`src/rtl/hc_irq_pkg.sv`:
```
package hc_irq_pkg;
  localparam int DATA_W   = 32;
  localparam int NUM_SRC  = 8;
  localparam int ADDR_W   = 2;
  localparam int HIGH_POS = 30;
  localparam int MASTER   = DATA_W - 1;

  typedef enum logic [ADDR_W-1:0] {
    ADDR_STATUS = 2'd0,
    ADDR_SET    = 2'd1,
    ADDR_CLR    = 2'd2,
    ADDR_NONE   = 2'd3
  } regSel_e;

  typedef struct packed {
    logic setEn;
    logic clrEn;
    logic clrSt;
    logic rdStat;
    logic rdMask;
  } strobes_t;

  function automatic int srcPos(input int idx);
    return (idx < NUM_SRC - 1) ? idx : HIGH_POS;
  endfunction

  function automatic logic [DATA_W-1:0] srcMask();
    logic [DATA_W-1:0] m;
    m = '0;
    for (int i = 0; i < NUM_SRC; i++) m[srcPos(i)] = 1'b1;
    return m;
  endfunction

  localparam logic [DATA_W-1:0] SRC_MASK = srcMask();
  localparam logic [DATA_W-1:0] EN_MASK  = SRC_MASK | (DATA_W'(1) << MASTER);
endpackage

```
`src/rtl/hc_irq_ctrl.sv`:
```
module hc_irq_ctrl
  import hc_irq_pkg::*;
(
  input  logic              clk,
  input  logic              rstN,
  input  logic [ADDR_W-1:0] regAddr,
  input  logic              wrEn,
  output strobes_t          strobes
);
  regSel_e sel;
  assign sel = regSel_e'(regAddr);

  always_comb begin
    strobes = '0;
    strobes.setEn  = wrEn && (sel == ADDR_SET);
    strobes.clrEn  = wrEn && (sel == ADDR_CLR);
    strobes.clrSt  = wrEn && (sel == ADDR_STATUS);
    strobes.rdStat = (sel == ADDR_STATUS);
    strobes.rdMask = (sel == ADDR_SET) || (sel == ADDR_CLR);
  end

  // at most one write strobe per cycle, none for the unused address
  assert_single_write_R9: assert property (@(posedge clk) disable iff (!rstN)
    $onehot0({strobes.setEn, strobes.clrEn, strobes.clrSt}));
endmodule

```
`src/rtl/hc_irq_datapath.sv`:
```
module hc_irq_datapath
  import hc_irq_pkg::*;
(
  input  logic               clk,
  input  logic               rstN,
  input  strobes_t           strobes,
  input  logic [NUM_SRC-1:0] evtIn,
  input  logic [DATA_W-1:0]  wrData,
  output logic [DATA_W-1:0]  rdData,
  output logic               irqOut
);
  logic [DATA_W-1:0] evtBits;
  logic [DATA_W-1:0] statusQ, statusNext;
  logic [DATA_W-1:0] maskQ, maskNext;
  logic [DATA_W-1:0] clrBits;

  always_comb begin
    evtBits = '0;
    for (int i = 0; i < NUM_SRC; i++) evtBits[srcPos(i)] = evtIn[i];
  end

  assign clrBits    = strobes.clrSt ? wrData : '0;
  assign statusNext = ((statusQ & ~clrBits) | evtBits) & SRC_MASK;

  always_comb begin
    maskNext = maskQ;
    if (strobes.setEn)      maskNext = maskQ | (wrData & EN_MASK);
    else if (strobes.clrEn) maskNext = maskQ & ~wrData;
  end

  always_ff @(posedge clk) begin
    if (!rstN) begin
      statusQ <= '0;
      maskQ   <= '0;
    end else begin
      statusQ <= statusNext;
      maskQ   <= maskNext;
    end
  end

  assign rdData = strobes.rdStat ? statusQ : (strobes.rdMask ? maskQ : '0);
  assign irqOut = maskQ[MASTER] & (|(statusQ & maskQ & SRC_MASK));

  // every pulsed event is pending one cycle later, whatever the write did
  assert_evt_sets_R2: assert property (@(posedge clk) disable iff (!rstN)
    (|evtIn) |=> ((statusQ & $past(evtBits)) == $past(evtBits)));

  // bits cleared by a status write without a racing event are gone
  assert_status_clear_R3: assert property (@(posedge clk) disable iff (!rstN)
    strobes.clrSt |=> ((statusQ & $past(wrData & ~evtBits)) == '0));

  // set writes turn on all requested implemented bits
  assert_mask_set_R4: assert property (@(posedge clk) disable iff (!rstN)
    strobes.setEn |=> ((maskQ & $past(wrData & EN_MASK)) == $past(wrData & EN_MASK)));

  // clear writes turn off all requested bits
  assert_mask_clr_R5: assert property (@(posedge clk) disable iff (!rstN)
    strobes.clrEn |=> ((maskQ & $past(wrData)) == '0));

  // with the master enable off the line stays low
  assert_master_gate_R7: assert property (@(posedge clk) disable iff (!rstN)
    !maskQ[MASTER] |-> !irqOut);
endmodule

```
`src/rtl/hc_irq_unit.sv`:
```
module hc_irq_unit
  import hc_irq_pkg::*;
(
  input  logic               clk,
  input  logic               rstN,
  input  logic [NUM_SRC-1:0] evtIn,
  input  logic [ADDR_W-1:0]  regAddr,
  input  logic               wrEn,
  input  logic [DATA_W-1:0]  wrData,
  output logic [DATA_W-1:0]  rdData,
  output logic               irqOut
);
  strobes_t strobes;

  hc_irq_ctrl u_ctrl (
    .clk     (clk),
    .rstN    (rstN),
    .regAddr (regAddr),
    .wrEn    (wrEn),
    .strobes (strobes)
  );

  hc_irq_datapath u_dp (
    .clk     (clk),
    .rstN    (rstN),
    .strobes (strobes),
    .evtIn   (evtIn),
    .wrData  (wrData),
    .rdData  (rdData),
    .irqOut  (irqOut)
  );
endmodule

```
`config.mk`:
```
export PLATFORM = sky130hd
export DESIGN_NAME = hc_irq_unit
export DESIGN_NICKNAME = d
export VERILOG_FILES = /design/src/rtl/hc_irq_pkg.sv /design/src/rtl/hc_irq_ctrl.sv /design/src/rtl/hc_irq_datapath.sv /design/src/rtl/hc_irq_unit.sv
export SDC_FILE = /design/constraint.sdc
export NUM_CORES = 1
export LEC_CHECK = 0
export BUFFER_PORTS_ARGS = -buffer_cell sky130_fd_sc_hd__buf_2
export CAP_MARGIN = 0
export CORE_ASPECT_RATIO = 1.4
export CORE_MARGIN = 2
export CORE_UTILIZATION = 42
export CTS_BUF_LIST = sky130_fd_sc_hd__clkbuf_16
export DETAILED_ROUTE_END_ITERATION = 6
export GPL_TIMING_DRIVEN = 0
export HOLD_SLACK_MARGIN = 0.08
export MAX_ROUTING_LAYER = met4
export PLACE_DENSITY = 0.79
export SLEW_MARGIN = 20
export SYNTH_ARGS = -nofsm -noshare
export SYNTH_HDL_FRONTEND = slang
export SYNTH_SLANG_ARGS = --single-unit
export TNS_END_PERCENT = 30
```
`constraint.sdc`:
```
create_clock -name clk -period 1.5 [get_ports clk]
set_clock_uncertainty 0.05 [all_clocks]
set_input_delay 0.3 -clock clk [delete_from_list [all_inputs] [get_ports clk]]
set_output_delay 0.3 -clock clk [all_outputs]
set_load 0.02 [all_outputs]
```
# --- Word level (Yosys, flattened, before mapping) ---
# Index checks and enable logic that the tools add are counted.
# Widths: inputs -> output; s select.
op_classes:
  eq_ne: 2
  n_lt_le_gt_ge: 0
  n_mux: 5
  mul: 0
  add_sub_neg: 0
  reduce_logical: 7
  shifts: 0
  bitwise: 8
  n_div: 0
op_table:
  columns: ["operator", "n"]
  rows:
  - ["$mux 32", 4]
  - ["$and 31x31->31", 2]
  - ["$and 32x32->32", 1]
  - ["$not 32->32", 1]
  - ["$or 32x32->32", 1]
  - ["$mux 31", 1]
  - ["$not 31->31", 1]
  - ["$or 31x31->31", 1]
  - ["$reduce_or 8->1", 1]
  - ["$logic_and 1x1->1", 3]
  - ["$eq 2x1->1 const B", 1]
  - ["$eq 2x2->1 const B", 1]
  - ["$logic_not 2->1", 1]
  - ["$reduce_bool 2->1", 1]
  - ["$and 1x1->1", 1]
  - ["$logic_or 1x1->1", 1]
word_totals:
  memories: 0
  mem_bits_rw: 0
  inputBits: 45
  regBits: 40
  rom_bits: 0
  word_cells: 24
  latchBits: 0
  output_inout_bits: 33

# --- Longest topological paths before layout ---
# Gate-level depths: netlist of run 1.
logic_depth:
  ltp_word: 6
  depth_mapped: 7
  mapped_depth_nobuf: 5

# --- Hierarchy ---
# A second synthesis of run 1 with hierarchy kept.
unflattened:
  hier_cells: 205
  hier_area_um2: 1793.0
modules_own_cells:
  columns: ["module", "instances", "cells_each", "area_per_inst_um2", "seq_area_each_um2"]
  rows:
  - ["hc_irq_datapath", 1, 197, 1729.2, 800.8]
  - ["hc_irq_ctrl", 1, 8, 63.8, 0.0]

# --- Worst setup path after synthesis of run 1 ---
# OpenSTA, ideal clock, no wires.
synth_path:
  kind: "in2out"
  startpoint: "input port regAddr[0]"
  endpoint: "output port rdData[30]"
  t_required_ps: 1150
  n_path_buf: 2
  t_arrival_ps: 1410
  slack_ps: -260
  stages: 5
  path_cell_list: "inv_1 ha_1 buf_6 buf_8 o21ai_0"
synth_via:
  elab_chain_len: 4
  word_cells_on_any_way: 6
  cone_classes: "eq/ne: 2; mux: 2; reduce/logical: 2"
synth_lines:
  columns: ["element", "line_no", "text"]
  rows:
  - ["start, declared", "hc_irq_unit.sv:7", "input logic [ADDR_W-1:0] regAddr,"]
  - ["$eq 2x1->1 / $eq 2x2->1 (equally long branches)", "hc_irq_ctrl.sv:19", "strobes.rdMask = (sel == ADDR_SET) || (sel == ADDR_CLR);"]
  - ["$logic_or 1x1->1", "hc_irq_ctrl.sv:19", null]
  - ["$mux 32", "hc_irq_datapath.sv:41", "assign rdData = strobes.rdStat ? statusQ : (strobes.rdMask ? maskQ : '0);"]
  - ["$mux 32 *", "hc_irq_datapath.sv:41", null]
  - ["end, declared", "hc_irq_unit.sv:10", "output logic [DATA_W-1:0] rdData,"]
# Every way passes the cells marked *; elsewhere a longest branch is shown, timed or not.

# --- Final worst setup path of run 1 ---
layout_path:
  startpoint: "input port regAddr[0]"
  endpoint: "output port rdData[27]"
# Same word-level chain as after synthesis.

==> results.json, run 1 <==
{
  "worst_path_most_repeated_cell": "buf_6",
  "ios": 78,
  "fin_area_um2": 2770,
  "root_buffer": "clkbuf_16",
  "p_seq_share_pct": 41.9,
  "required_ns": 1.15,
  "drt_first_pass_iters": 4,
  "pwr_density_cell_nw_per_um2": 958,
  "worst_path_largest_cell_delay_ns": 0.25,
  "ys_seq_elements": 40,
  "track_usage_pct": 22.2,
  "postSynthCellCount": 215,
  "ys_warn_count": 0,
  "setup_ws_ns": -0.176,
  "path_cells": "buf_8, inv_6, ha_4, nor2b_4, buf_6, and2_4, buf_6",
  "hold_viol": 0,
  "antenna_found_initial": 0,
  "place_area_um2": 2350,
  "cts_buffer_depth": 2,
  "numPortBuffers": 76,
  "cts_made_buffers": 5,
  "fin_crit_ns": 1.68,
  "fmax_ghz": 0.597,
  "maxSlewHeadroom_pct": 66.0,
  "dieArea_um2": 4900,
  "core_area_um2": 4200,
  "status": "finished, violations left",
  "die_width_um": 59.7,
  "grt_max_degree": 14,
  "h-tree-depth": 2,
  "cts.reportedPaths.clkPinSlew_ns": 0.06,
  "dp_hpwl_um": 3460,
  "viasPerCell": 5.21,
  "cts_tree": "yes",
  "layout-drive-gt1-share_pct": 48.4,
  "setup_viol": 32,
  "ys_types": 21,
  "hp-class": "in2reg",
  "arrival_ns": 1.33,
  "ant_nets": 0,
  "antenna-diode-count": 0,
  "max_cap_viol_count": 0,
  "end_kind": "output pin",
  "critPathMaxFanout": 6,
  "avgRoutedWirePerCell_um": 14.3,
  "yosys_most_used_dff": "dfxtp_1",
  "fin_nets": 351,
  "avgSynthCellArea_um2": 8.49,
  "dr.first_iter.drc_count": 68,
  "gp_congestion": 0.808,
  "rsz0062_at_grt": "true",
  "worst_slew_pin_slew_ns": 0.510,
  "synth_fp_nets": 263,
  "synth-seq-area-share_pct": 43.9,
  "grt_pass1_wl_um": 8070,
  "power.switching_fraction_pct": 23.5,
  "num_vias": 1818,
  "grt_pass1_vias": 1762,
  "die_h_um": 82.0,
  "pwr-share-comb_pct": 12.3,
  "critPathKind": "in2out",
  "start_util_pct": 43.4,
  "whs_ns": 0.128,
  "slew_violations": 0,
  "clock_latency_ns": 0.28,
  "fin_crit_sh_pct": 112,
  "leakagePower_uw": 0.00120,
  "grt_overflow_total": 0,
  "vdd_drop_max_mv": 0.696,
  "placedCellCount": 336,
  "fin_setup_tns_ns": -4.69,
  "async_reset_ff_share_pct": 0,
  "p_switching_uw": 623,
  "violations": "setup timing",
  "cts_sinks": 40,
  "drc": 0,
  "drt_wl_total_um": 4980,
  "start_kind": "input pin",
  "netlist_area_um2": 1830,
  "synth_edf_count": 0,
  "areaGrowthSynthToFinish_pct": 51.7,
  "p_int_uw": 2030,
  "postCtsHoldBufs": 0,
  "layout.cells.non_filler": 349,
  "crit_slowest_cell": "ha_4",
  "rows": 28,
  "clockPowerShare_pct": 45.7
}
power groups by stage:
stage | logic, uW | clock network, uW | registers, uW
global route | 358 | 1260 | 1110
global placement | 289 | 0 | 1130
CTS | 325 | 1220 | 1110
detailed placement | 293 | 0 | 1130
finish | 327 | 1210 | 1110
floorplan | 178 | 0 | 1120
Yosys cell counts (3+ instances only):
library cell,count,share of area [%]
buf_4,6,2.5
nand3_2,3,1.6
inv_1,3,0.62
buf_6,4,2.5
dfxtp_1,40,44
nand2_1,40,8.2
a21oi_1,28,7.7
a22oi_1,12,4.9
o21ai_0,7,1.9
nor2b_1,17,5.8
and2_1,25,8.6
nand3_1,14,3.8
a21oi_2,3,1.4
ha_1,3,2.1
clkbuf_1,4,0.82
final timing paths:
check,from,endpoint,slack [ns],cells after the start
max,regAddr[0],rdData[27],-0.18,7
min,wrData[22],u_dp.maskQ[22]$_SDFFE_PN0P_,0.13,2
max reg2reg,register,register,0.78,2
min reg2reg,u_dp.maskQ[15]$_SDFFE_PN0P_,u_dp.maskQ[15]$_SDFFE_PN0P_,0.38,2
worst max-delay path, delay by kind of cell:
| family | cells | cell delay (ns) |
|---|---|---|
| buffers and inverters | 4 | 0.38 |
| adder cells (fa/ha/maj) | 1 | 0.25 |
| AND/OR/NAND/NOR | 2 | 0.39 |
cell usage in the layout, fill, tap and decap left out, types with 4 or more instances in the layout:
cell | Yosys | routed
nand2_1 | 40 | 40
dfxtp_1 | 40 | 33
clkbuf_1 | 4 | 4
nand3_1 | 14 | 14
o21ai_1 | 0 | 5
buf_4 | 6 | 9
buf_6 | 4 | 32
a22oi_1 | 12 | 9
dfxtp_2 | 0 | 7
buf_2 | 0 | 48
clkbuf_16 | 0 | 5
a21oi_1 | 28 | 28
nor2b_1 | 17 | 17
and2_4 | 0 | 23
stage by stage:
stage | power [uW] | util (%) | setup slack, ns
after floorplan | 1300 | - | 0.000486
after global placement | 1420 | 56.0 | -0.369
after detailed placement | 1420 | 56.0 | -0.378
after CTS | 2660 | 65.5 | -0.174
after global routing | 2730 | 65.9 | -0.220
final | 2650 | 65.9 | -0.176
cell families (layout without fill, tap and decap cells):
group / after synthesis / count (layout) / share of synthesized area, %
AO/OA/AOI/OAI: 53 / 53 / 17.4
flip-flops: 40 / 40 / 43.9
adder cells (fa/ha/maj): 3 / 3 / 2.06
AND/OR/NAND/NOR: 101 / 101 / 29.5
buffers and inverters: 18 / 107 / 7.20
routing by layer:
| layer | up-vias | share of wire [%] | global-route usage (%) |
|---|---|---|---|
| met2 | 57 | 54 | 39.8 |
| met4 | 0 | 1.3 | 6.67 |
| met3 | 8 | 5.2 | 5.20 |
| met1 | 858 | 39 | 23.9 |
| met5 | - | 0 | - |
| li1 | 895 | - | - |
what timing repair did:
| item | CTS | global route |
|---|---|---|
| resized for setup | 68 | 5 |
| endpoints found under the setup margin | 33 | 33 |
| buffers inserted | 4 | 0 |
| cloned | 2 | 0 |
| pin swaps | 2 | 3 |
cell type report:
class | instances | area [um2]
Fill cell | 347 | 1440
Buffer | 14 | 120
Inverter | 3 | 21.3
Clock inverter | 3 | 42.5
Clock buffer | 5 | 125
Timing Repair Buffer | 82 | 608
Tap cell | 45 | 56.3
Sequential cell | 40 | 810
Multi-Input combinational cell | 157 | 986
Power figures use the tool's default switching activity.
==> inputs of run 2 (changes only) <==
Settings changed: SKIP_CTS_REPAIR_TIMING set to 1.
==> results.json, run 2 (synthesis gave the netlist of run 1 again) <==
{
  "power.switching_fraction_pct": 23.5,
  "fin_crit_ns": 1.67,
  "ant_nets": 0,
  "status": "finished, violations left",
  "grt_pass1_wl_um": 7470,
  "clock_latency_ns": 0.28,
  "grt_max_degree": 14,
  "cts.reportedPaths.clkPinSlew_ns": 0.06,
  "antenna-diode-count": 0,
  "fin_crit_sh_pct": 111,
  "cts_made_buffers": 5,
  "dp_hpwl_um": 3460,
  "whs_ns": 0.127,
  "arrival_ns": 1.32,
  "cts_tree": "yes",
  "slew_violations": 0,
  "p_seq_share_pct": 41.9,
  "avgRoutedWirePerCell_um": 14.3,
  "fillCellCount": 347,
  "cts_buffer_depth": 2,
  "placedCellCount": 336,
  "antenna_found_initial": 0,
  "final_common_cell": "buf_2",
  "core_area_um2": 4200,
  "hp-class": "in2reg",
  "track_usage_pct": 20.5,
  "path_cells": "buf_8, inv_6, ha_4, nor2b_4, buf_6, and2_4, buf_6",
  "layout.cells.non_filler": 348,
  "dp_slack_ns": -0.378,
  "p_int_uw": 2030,
  "root_buffer": "clkbuf_16",
  "rows": 28,
  "violations": "setup timing",
  "max_cap_viol_count": 0,
  "drt_first_pass_iters": 4,
  "dr.first_iter.drc_count": 70,
  "areaGrowthSynthToFinish_pct": 51.3,
  "required_ns": 1.15,
  "end_kind": "output pin",
  "hold_viol": 0,
  "pwr-share-comb_pct": 12.2,
  "die_h_um": 82.0,
  "cts_sinks": 40,
  "num_vias": 1824,
  "die_width_um": 59.7,
  "ios": 78,
  "h-tree-depth": 2,
  "layout-drive-gt1-share_pct": 47.9,
  "viasPerCell": 5.24,
  "numPortBuffers": 76,
  "pwr_density_cell_nw_per_um2": 959,
  "clockPowerShare_pct": 45.8,
  "rsz0062_at_grt": "true",
  "p_switching_uw": 622,
  "fin_nets": 350,
  "critPathMaxFanout": 6,
  "grt_pass1_vias": 1704,
  "leakagePower_uw": 0.00119,
  "start_kind": "input pin",
  "fmax_ghz": 0.600,
  "worst_path_most_repeated_cell": "buf_6",
  "maxSlewHeadroom_pct": 66.3,
  "critPathKind": "in2out",
  "crit_slowest_cell": "ha_4",
  "drc": 0,
  "worst_path_largest_cell_delay_ns": 0.26,
  "vdd_drop_max_mv": 0.697,
  "fin_setup_tns_ns": -4.45,
  "worst_slew_pin_slew_ns": 0.505,
  "dieArea_um2": 4900,
  "grt_overflow_total": 0,
  "utilization_pct": 65.7,
  "setup_ws_ns": -0.168,
  "drt_wl_total_um": 4970,
  "gp_congestion": 0.808,
  "setup_viol": 33,
  "final_cell_mix": "buf_2, nand2_1, dfxtp_1, buf_6, a21oi_1",
  "start_util_pct": 43.4
}
==> run 2: cell types whose count changed in the layout (fill, tap and decap cells not counted) <==
cell	previous run	this run
buf_2	48	47
dfxtp_1	33	34
dfxtp_2	7	6
==> run 2: path summary, 6_finish.rpt <==
check,startpoint,to,slack [ns],depth (start not counted)
max reg2reg,register,register,0.78,2
min reg2reg,u_dp.maskQ[26]$_SDFFE_PN0P_,u_dp.maskQ[26]$_SDFFE_PN0P_,0.39,2
max,regAddr[1],rdData[27],-0.17,7
min,wrData[17],u_dp.maskQ[17]$_SDFFE_PN0P_,0.13,2
==> run 2: final cells by class <==
class	instances	area [um2]	area share, %
clock inverters	3	42.5	1.54
flip-flops and latches	40	808	29.3
well taps	45	56.3	2.04
repair buffers	81	603	21.8
clock buffers	5	125	4.53
inverters	3	21.3	0.770
multi-input cells	157	986	35.7
plain buffers	14	120	4.35
==> run 2: per-stage QoR <==
| stage | area, um2 | power, uW |
|---|---|---|
| 2_1_floorplan | 1920 | 1300 |
| 3_5_place_dp | 2350 | 1420 |
| 4_1_cts | 2520 | 2620 |
| 5_1_grt | 2760 | 2730 |
| 3_3_place_gp | 2350 | 1420 |
| 6_report | 2760 | 2650 |
==> run 2: worst max-delay path: cells and delay by family <==
family / cells / cell delay, ns
fa+ha+maj: 1 / 0.26
buf+inv: 4 / 0.37
simple gates: 2 / 0.38
==> run 2: power groups by stage <==
stage / Combinational (uW) / Sequential [uW] / Clock [uW]
final: 324 / 1110 / 1210
after floorplan: 178 / 1120 / 0
after global placement: 289 / 1130 / 0
after global routing: 355 / 1110 / 1260
after detailed placement: 293 / 1130 / 0
after CTS: 294 / 1110 / 1220
==> run 2: per-layer routing <==
layer | global-route usage [%] | vias up | wire [um]
met4 | 6.67 | 0 | 59
met5 | - | - | 0
met2 | 36.5 | 72 | 2660
li1 | - | 893 | -
met1 | 21.9 | 853 | 1960
met3 | 4.72 | 6 | 294
==> inputs of run 3 (changes only) <==
Settings changed: CORE_UTILIZATION 42 to 30, PLACE_DENSITY 0.79 to 0.61.
==> results.json, run 3 (synthesis gave the netlist of run 1 again) <==
{
  "core_area_um2": 5860,
  "max_cap_viol_count": 0,
  "arrival_ns": 1.45,
  "total_power_uw": 2430,
  "cp_top_family": "buffers and inverters",
  "dp_slack_ns": -0.399,
  "critPathBufInv": 4,
  "slew_violations": 0,
  "end_kind": "output pin",
  "dp_hpwl_um": 3650,
  "required_ns": 1.15,
  "cts_tree": "yes",
  "fin_setup_tns_ns": -7.43,
  "root_buffer": "clkbuf_16",
  "grt_pass1_vias": 1586,
  "viasPerCell": 4.68,
  "layout-drive-gt1-share_pct": 45.1,
  "critPathKind": "in2out",
  "rsz0062_at_grt": "true",
  "path_cells": "buf_8, inv_6, ha_4, nor2b_4, clkbuf_16, and2_4, buf_6",
  "leakagePower_uw": 0.00120,
  "cts_sinks": 40,
  "worst_slew_pin_slew_ns": 0.440,
  "avgRoutedWirePerCell_um": 13.4,
  "layout.cells.non_filler": 374,
  "dr.first_iter.drc_count": 71,
  "grt_use_met3_pct": 3.56,
  "die_h_um": 96.3,
  "track_usage_pct": 14.9,
  "fillCellCount": 594,
  "critPathMaxFanout": 7,
  "ant_nets": 0,
  "hold_viol": 0,
  "final_common_cell": "buf_2",
  "clock_latency_ns": 0.27,
  "drt_wl_total_um": 5010,
  "areaGrowthSynthToFinish_pct": 51.9,
  "numPortBuffers": 76,
  "gp_congestion": 0.807,
  "grt_max_degree": 12,
  "start_kind": "input pin",
  "vdd_drop_max_mv": 0.556,
  "path_depth": 7,
  "fin_crit_ns": 1.80,
  "antenna-diode-count": 0,
  "ios": 78,
  "maxSlewHeadroom_pct": 70.7,
  "use_met2_pct": 26.0,
  "drt_first_pass_iters": 5,
  "cts_buffer_depth": 2,
  "start_util_pct": 31.1,
  "antenna_found_initial": 0,
  "cp-endpoint": "rdData[12]",
  "drc": 0,
  "critPathLaunch": "regAddr[0]",
  "grt_pass1_wl_um": 7560,
  "ff2ff_setup_slack_ns": 0.77,
  "h-tree-depth": 2,
  "die_width_um": 69.9,
  "crit_slowest_cell": "ha_4",
  "cts_made_buffers": 5,
  "status": "finished, violations left",
  "dieArea_um2": 6730,
  "final_cell_mix": "buf_2, nand2_1, dfxtp_1, buf_6, a21oi_1",
  "rr_worst_depth": 2,
  "grt-busiest-layer": "met2",
  "fin_nets": 351,
  "rows": 33,
  "hp-class": "in2reg",
  "utilization_pct": 47.3,
  "regArea_um2": 802,
  "cts.reportedPaths.clkPinSlew_ns": 0.06,
  "grt_overflow_total": 0,
  "multi_input_comb_area_um2": 978,
  "worst_path_largest_cell_delay_ns": 0.30,
  "setup_viol": 33,
  "placedCellCount": 361,
  "num_vias": 1750,
  "globalRouteMet1Util_pct": 16.6,
  "fin_crit_sh_pct": 120,
  "setup_ws_ns": -0.301,
  "violations": "setup timing",
  "pwr_density_cell_nw_per_um2": 875,
  "fmax_ghz": 0.555
}
## run 3: area by class of cell
class	instances	area share, %
buffer	14	4.47
multi-input combinational	157	35.3
tap	70	3.16
sequential	40	28.9
inverter	3	0.767
timing repair buffer	82	22.5
clock buffer	5	4.51
clock inverter	3	0.406
## run 3: metal layers
layer	part of all wire, %	routed length [um]	up-vias
met3	5.9	297	2
met1	41	2050	791
li1	-	-	900
met2	52	2630	57
met5	0	0	-
met4	0.78	39	0
## run 3: through the flow
step	area (um2)	hold WS, ns
finish	2770	0.137
global route	2770	0.133
CTS	2520	0.128
detailed placement	2380	0.369
global placement	2380	0.366
floorplan	1920	0.337
## run 3: how the worst min path moves through the flow
stage / from / to / slack [ns] / depth (start not counted)
2_1_floorplan: wrData[7] / u_dp.maskQ[7]$_SDFFE_PN0P_ / 0.34 / 1
3_3_place_gp: u_dp.maskQ[9]$_SDFFE_PN0P_ / u_dp.maskQ[9]$_SDFFE_PN0P_ / 0.37 / 2
3_5_place_dp: u_dp.maskQ[9]$_SDFFE_PN0P_ / u_dp.maskQ[9]$_SDFFE_PN0P_ / 0.37 / 2
4_1_cts: wrData[23] / u_dp.maskQ[23]$_SDFFE_PN0P_ / 0.13 / 2
5_1_grt: wrData[7] / u_dp.maskQ[7]$_SDFFE_PN0P_ / 0.13 / 2
6_report: wrData[22] / u_dp.maskQ[22]$_SDFFE_PN0P_ / 0.14 / 2
## run 3: worst reg2reg max path, cell delays in order (launching register included)
cell     delay [ns]
dfxtp_1        0.34
a32oi_1        0.17
nor2b_1        0.06
## run 3: where the power goes
| part | internal (uW) | switching, uW |
|---|---|---|
| Sequential | 1090 | 21.1 |
| Clock | 597 | 377 |
| Combinational | 171 | 173 |
| Total | 1860 | 571 |
